### src/rtl/rxh_pkg.sv
package rxh_pkg;

    parameter int BUS_W     = 8;
    parameter int NUM_BYTES = 4;

    localparam int WORD_W    = BUS_W * NUM_BYTES;
    localparam int IDX_W     = (NUM_BYTES > 1) ? $clog2(NUM_BYTES) : 1;
    localparam int CTRL_USED = 4;
    localparam int STAT_USED = 5;
    localparam int NUM_FLAGS = 3;

    // control byte, bit 0 first
    typedef struct packed {
        logic [BUS_W-CTRL_USED-1:0] spare;
        logic                       hold_one;
        logic                       word_mode;
        logic                       par_chk;
        logic                       rx_on;
    } ctrl_t;

    localparam ctrl_t CTRL_RST = '{spare: '0, hold_one: 1'b0, word_mode: 1'b0,
                                   par_chk: 1'b1, rx_on: 1'b1};

    // status byte, bit 0 first
    typedef struct packed {
        logic [BUS_W-STAT_USED-1:0] spare;
        logic                       first;
        logic                       frame_err;
        logic                       overrun;
        logic                       par_err;
        logic                       ready;
    } stat_t;

    // sticky flag set requests, parity at bit 0
    typedef struct packed {
        logic frm;
        logic ovr;
        logic par;
    } flag_set_t;

    typedef enum logic [1:0] {
        ACC_IDLE,
        ACC_CTRL_WR,
        ACC_STAT_RD,
        ACC_DATA_RD
    } acc_e;

    // a register read takes precedence over a simultaneous write
    function automatic acc_e decode_access(input logic sel, input logic wr, input logic rd);
        if (sel && rd)       return ACC_STAT_RD;
        else if (sel && wr)  return ACC_CTRL_WR;
        else if (!sel && rd) return ACC_DATA_RD;
        else                 return ACC_IDLE;
    endfunction

    function automatic logic [BUS_W-1:0] pick_byte(input logic [WORD_W-1:0] w,
                                                   input logic [IDX_W-1:0]  i);
        return w[int'(i)*BUS_W +: BUS_W];
    endfunction

endpackage

### src/rtl/rxh_ctrl_reg.sv
module rxh_ctrl_reg
    import rxh_pkg::*;
(
    input  logic             clk,
    input  logic             rst,
    input  acc_e             acc,
    input  logic [BUS_W-1:0] wdata,
    input  logic             rx_word_vld,
    output ctrl_t            ctrl_q
);

    logic accept;

    assign accept = rx_word_vld && ctrl_q.rx_on;

    always_ff @(posedge clk) begin
        if (rst) begin
            ctrl_q <= CTRL_RST;
        end else if (acc == ACC_CTRL_WR) begin
            ctrl_q <= ctrl_t'(wdata);
        end else if (accept && ctrl_q.hold_one) begin
            // the hold covers exactly one accepted word
            ctrl_q.hold_one <= 1'b0;
        end
    end

endmodule

### src/rtl/rxh_word_buf.sv
module rxh_word_buf
    import rxh_pkg::*;
(
    input  logic              clk,
    input  logic              rst,
    input  acc_e              acc,
    input  logic              rx_on,
    input  logic              hold_one,
    input  logic              word_mode,
    input  logic              rx_word_vld,
    input  logic [WORD_W-1:0] rx_word,
    input  logic              rx_frame_bad,
    output logic              ready_o,
    output logic              first_o,
    output logic [BUS_W-1:0]  rd_byte_o
);

    localparam logic [IDX_W-1:0] LAST_IDX = IDX_W'(NUM_BYTES - 1);

    logic [WORD_W-1:0] word_q;
    logic [IDX_W-1:0]  idx_q;
    logic              pend_q;
    logic              blk_q;
    logic              first_q;
    logic              good;
    logic              take_byte;

    assign good      = rx_word_vld && rx_on && !rx_frame_bad;
    assign take_byte = (acc == ACC_DATA_RD) && pend_q;

    always_ff @(posedge clk) begin
        if (rst) begin
            word_q  <= '0;
            idx_q   <= '0;
            pend_q  <= 1'b0;
            blk_q   <= 1'b0;
            first_q <= 1'b0;
        end else if (good) begin
            word_q  <= rx_word;
            idx_q   <= '0;
            pend_q  <= 1'b1;
            blk_q   <= hold_one;
            first_q <= 1'b1;
        end else if (take_byte) begin
            if (idx_q == LAST_IDX) begin
                idx_q   <= '0;
                pend_q  <= 1'b0;
                blk_q   <= 1'b0;
                first_q <= 1'b0;
            end else begin
                idx_q <= idx_q + 1'b1;
                if (!word_mode) begin
                    first_q <= 1'b0;
                end
            end
        end
    end

    assign ready_o   = pend_q && !blk_q;
    assign first_o   = first_q;
    assign rd_byte_o = pend_q ? pick_byte(word_q, idx_q) : '0;

endmodule

### src/rtl/rxh_flags.sv
module rxh_flags
    import rxh_pkg::*;
(
    input  logic                 clk,
    input  logic                 rst,
    input  acc_e                 acc,
    input  logic                 rx_on,
    input  logic                 par_chk,
    input  logic                 ready_now,
    input  logic                 rx_word_vld,
    input  logic                 rx_par_bad,
    input  logic                 rx_frame_bad,
    output logic [NUM_FLAGS-1:0] flag_q
);

    flag_set_t             set_s;
    logic [NUM_FLAGS-1:0]  set_v;
    logic                  accept;
    logic                  good;
    logic                  clr;

    assign accept = rx_word_vld && rx_on;
    assign good   = accept && !rx_frame_bad;
    assign clr    = (acc == ACC_STAT_RD);

    always_comb begin
        set_s.par = good && par_chk && rx_par_bad;
        set_s.ovr = good && ready_now;
        set_s.frm = accept && rx_frame_bad;
    end

    assign set_v = set_s;

    for (genvar g = 0; g < NUM_FLAGS; g++) begin : g_flag
        always_ff @(posedge clk) begin
            if (rst) begin
                flag_q[g] <= 1'b0;
            end else if (set_v[g]) begin
                flag_q[g] <= 1'b1;
            end else if (clr) begin
                flag_q[g] <= 1'b0;
            end
        end
    end

endmodule

### src/rtl/rxh_host_if.sv
module rxh_host_if
    import rxh_pkg::*;
(
    input  logic              clk,
    input  logic              rst,
    input  logic              host_sel,
    input  logic              host_wr,
    input  logic              host_rd,
    input  logic [BUS_W-1:0]  host_wdata,
    output logic [BUS_W-1:0]  host_rdata,
    input  logic              rx_word_vld,
    input  logic [WORD_W-1:0] rx_word,
    input  logic              rx_par_bad,
    input  logic              rx_frame_bad,
    output logic              rdy_o,
    output logic              first_o
);

    acc_e                 acc;
    ctrl_t                ctrl_q;
    logic [NUM_FLAGS-1:0] flag_q;
    logic                 ready_w;
    logic                 first_w;
    logic [BUS_W-1:0]     rd_byte;
    stat_t                stat;
    logic [BUS_W-1:0]     rdata_q;

    assign acc = decode_access(host_sel, host_wr, host_rd);

    rxh_ctrl_reg u_ctrl (
        .clk         (clk),
        .rst         (rst),
        .acc         (acc),
        .wdata       (host_wdata),
        .rx_word_vld (rx_word_vld),
        .ctrl_q      (ctrl_q)
    );

    rxh_word_buf u_buf (
        .clk          (clk),
        .rst          (rst),
        .acc          (acc),
        .rx_on        (ctrl_q.rx_on),
        .hold_one     (ctrl_q.hold_one),
        .word_mode    (ctrl_q.word_mode),
        .rx_word_vld  (rx_word_vld),
        .rx_word      (rx_word),
        .rx_frame_bad (rx_frame_bad),
        .ready_o      (ready_w),
        .first_o      (first_w),
        .rd_byte_o    (rd_byte)
    );

    rxh_flags u_flags (
        .clk          (clk),
        .rst          (rst),
        .acc          (acc),
        .rx_on        (ctrl_q.rx_on),
        .par_chk      (ctrl_q.par_chk),
        .ready_now    (ready_w),
        .rx_word_vld  (rx_word_vld),
        .rx_par_bad   (rx_par_bad),
        .rx_frame_bad (rx_frame_bad),
        .flag_q       (flag_q)
    );

    always_comb begin
        stat           = '0;
        stat.ready     = ready_w;
        stat.par_err   = flag_q[0];
        stat.overrun   = flag_q[1];
        stat.frame_err = flag_q[2];
        stat.first     = first_w;
    end

    always_ff @(posedge clk) begin
        if (rst) begin
            rdata_q <= '0;
        end else begin
            case (acc)
                ACC_STAT_RD: rdata_q <= stat;
                ACC_DATA_RD: rdata_q <= rd_byte;
                default:     rdata_q <= rdata_q;
            endcase
        end
    end

    assign host_rdata = rdata_q;
    assign rdy_o      = ready_w;
    assign first_o    = first_w;

endmodule

### config.mk
export PLATFORM = sky130hd
export DESIGN_NAME = rxh_host_if
export DESIGN_NICKNAME = d
export VERILOG_FILES = /design/src/rtl/rxh_pkg.sv /design/src/rtl/rxh_ctrl_reg.sv /design/src/rtl/rxh_word_buf.sv /design/src/rtl/rxh_flags.sv /design/src/rtl/rxh_host_if.sv
export SDC_FILE = /design/constraint.sdc
export NUM_CORES = 1
export LEC_CHECK = 0
export CORE_ASPECT_RATIO = 1.25
export CORE_MARGIN = 4
export CORE_UTILIZATION = 61
export CTS_BUF_LIST = sky130_fd_sc_hd__clkbuf_4 sky130_fd_sc_hd__clkbuf_8 sky130_fd_sc_hd__clkbuf_16
export DETAILED_ROUTE_END_ITERATION = 16
export DONT_BUFFER_PORTS = 1
export PLACE_DENSITY = 0.77
export SLEW_MARGIN = 20
export SYNTH_ARGS = -nofsm -noshare
export SYNTH_HDL_FRONTEND = slang
export SYNTH_SLANG_ARGS = --single-unit
### constraint.sdc
create_clock -name clk -period 1.8 [get_ports clk]
set_clock_uncertainty 0.2 [all_clocks]
set_input_delay 0.09 -clock clk [delete_from_list [all_inputs] [get_ports clk]]
set_output_delay 0.09 -clock clk [all_outputs]
set_load 0.02 [all_outputs]
==> flow_metrics.tcl <==
set metrics [dict create \
    cts_num_sinks 52 \
    viasPerCell 5.934 \
    synthArstFlopShare_pct 0 \
    clock_path_buffers 2 \
    cp_data_arrival_time_ns 1.67 \
    crit_chain "buf_4 -> mux2_2 -> a222oi_1 -> a211oi_1" \
    startpoint_type "register" \
    slowest_stage "dfxtp_2" \
    synth.top_cell.area_share_pct 48.06 \
    synth_most_common_cell "nand2_1" \
    yosysWarningCount 0 \
    die_height_um 74.62 \
    place_ws_ns 0.07888 \
    gp_congestion 0.8170 \
    clock.fmax_ghz 0.5859 \
    antenna_cells 0 \
    drv_slew 0 \
    ys.flop_type "dfxtp_1" \
    slew-limit-headroom_pct 60.88 \
    syn_inst 244 \
    hp-class "in -> reg" \
    worst-path-max-fanout 5 \
    dp_hpwl_mm 3.179 \
    place_area_um2 2176 \
    drive_gt1_share_pct 9.574 \
    tns_ns 0 \
    dp.cells 269 \
    worst_pin_slew_ns 0.5849 \
    grt_max_degree 53 \
    netlist_area_um2 2166 \
    stdcell_count 319 \
    r2r_end "host_rdata[1]" \
    wire_per_inst_um 16.57 \
    violations "hold timing" \
    path_clk_slew_ns 0.09 \
    grt_pass1_wl_mm 8.383 \
    whs_ns -0.006934 \
    critPathBufInv 1 \
    min_path_cells 2 \
    yosys-top-cells-count "nand2_1, dfxtp_1, a21oi_1" \
    rsz0062_at_grt "no" \
    synth_cell_types 31 \
    insertion_delay_ns 0.31 \
    ys_ff_latch 52 \
    syn_area_per_cell_um2 8.876 \
    grt_pass1_vias 1844 \
    drt_iter0_drc 144 \
    num_io_pins 58 \
    via_count 1893 \
    r2r_slack_ns 0.09 \
    fin_area_um2 2699 \
    finalWorstSetupSlack_ns 0.09311 \
    cts_tree "yes" \
    critPathTopFamily "compound AO/OA/AOI/OAI gates" \
    drcViolationCount 0 \
    period_share_pct 94.83 \
    fin_util_pct 81.55 \
    die_area_um2 4574 \
    antenna_left 0 \
    track_usage_pct 25.20 \
    worstHoldEndpoint "u_ctrl.ctrl_q[1]" \
    firstDrtPassIters 4 \
    grt_overflow 0 \
    yosysTopAreaCell "dfxtp_1" \
    end_kind "register" \
    power_density_nw_per_um2 790.7 \
    port-buffer-count 0 \
    antenna_found_initial 0 \
    drt_wl_total_mm 5.286 \
    drv_cap 0 \
    crit_start "u_buf.idx_q[1]" \
    status "finished with violations" \
    syn-num-nets 293 \
    initial_utilization_pct 65.44 \
    synth-edff-count 0 \
    area_growth_pct 24.61 \
    cts_root_buf "clkbuf_8" \
    leakage_nw 1.039 \
    rows 23 \
    ys_top_cells_by_area "dfxtp_1, nand2_1, a21oi_1" \
    core_area_um2 3309 \
    cp.required_ns 1.76 \
    critPathKind "reg -> reg" \
    yosysSeqAreaShare_pct 48.06 \
    hold_viol_final 1 \
    h-tree-depth 2 \
    r2r_start "u_buf.idx_q[1]" \
    finalNetCount 331 \
    die_w_um 61.30 \
    slowest_delay_ns 0.38 \
    power_mw 2.134 \
    vdd_ir_drop_max_mv 0.7397 \
    reg2reg_depth 4 \
    finalSetupViolCount 0 \
    post-route-min-period_ns 1.707 \
    worstHoldStart "host_wr" \
    cts_buffers 5 \
]
## worst max path at each step
stage | endpoint | slack, ns | cells past startpoint
after global routing | host_rdata[1] | 0.03 | 4
final | host_rdata[1] | 0.09 | 4
after CTS | host_rdata[3] | 0.06 | 4
after global placement | host_rdata[1] | 0.16 | 4
after detailed placement | host_rdata[3] | 0.08 | 4
after floorplan | host_rdata[3] | 0.24 | 4
## cell families (layout without fill, tap and decap cells)
group                      Yosys count  after routing  synth area share [%]
and+or+nand+nor                     99             99                 19.76
AOI/OAI and AO/OA                   54             54                 15.25
buffers and inverters               21             59                 5.026
muxes                               17             17                 11.32
DFF                                 52             52                 48.06
adders and majority gates            1              1                0.5776
## layer usage
layer | vias up | track usage, % | part of all wire [%]
met2 | 82 | 42.35 | 51
met4 | 0 | 11.08 | 2.0
met3 | 9 | 6.518 | 7.4
met5 | - | 0 | 0
met1 | 888 | 29.90 | 40
li1 | 914 | - | -
## where the power goes
part           total, mW  internal, mW  switching (mW)
Combinational      0.257         0.135           0.122
Sequential          1.24          1.20          0.0420
Clock              0.635         0.280           0.355
## placed cells by master (no fill, tap or decap), drive strengths merged
cell / count
nor3: 2
nand2: 66
nand4b: 1
buf: 8
a21boi: 1
a21oi: 38
a211o: 2
nor2b: 4
nand2b: 1
nand3: 1
a311o: 1
a222oi: 4
and3b: 3
nand3b: 2
ha: 1
clkbuf: 6
inv: 2
clkinv: 1
mux4: 4
mux2i: 5
nor3b: 2
nor2: 17
dlygate4sd3: 42
dfxtp: 52
a32oi: 2
mux2: 8
a22oi: 1
a211oi: 4
a21bo: 1
## worst reg2reg max path, cell delays in order (launching register included)
cell,delay [ns]
dfxtp_2,0.38
buf_4,0.16
mux2_2,0.33
a222oi_1,0.34
a211oi_1,0.15
## repair_timing
item / CTS / global route
gates resized for setup: 0 / 1
endpoints found under the hold margin: 52 / 0
setup buffers: 0 / 0
endpoints found under the setup margin: 0 / 3
hold buffers: 43 / 0
## registers in the layout (all words and copies together), names as in the netlist
signal,cells
host_rdata,8
u_buf.blk_q,1
u_buf.first_o,1
u_buf.idx_q,2
u_buf.pend_q,1
u_buf.word_q,32
u_ctrl.ctrl_q,4
u_flags.flag_q,3
## layout make-up
type / count / area, um2
multi-input cells: 171 / 1016
fillers: 206 / 610.6
clock inverters: 1 / 5.005
clock buffers: 6 / 76.32
repair buffers: 50 / 505.5
flip-flops and latches: 52 / 1042
well taps: 37 / 46.29
inverters: 2 / 7.507
Power figures use the tool's default switching activity.
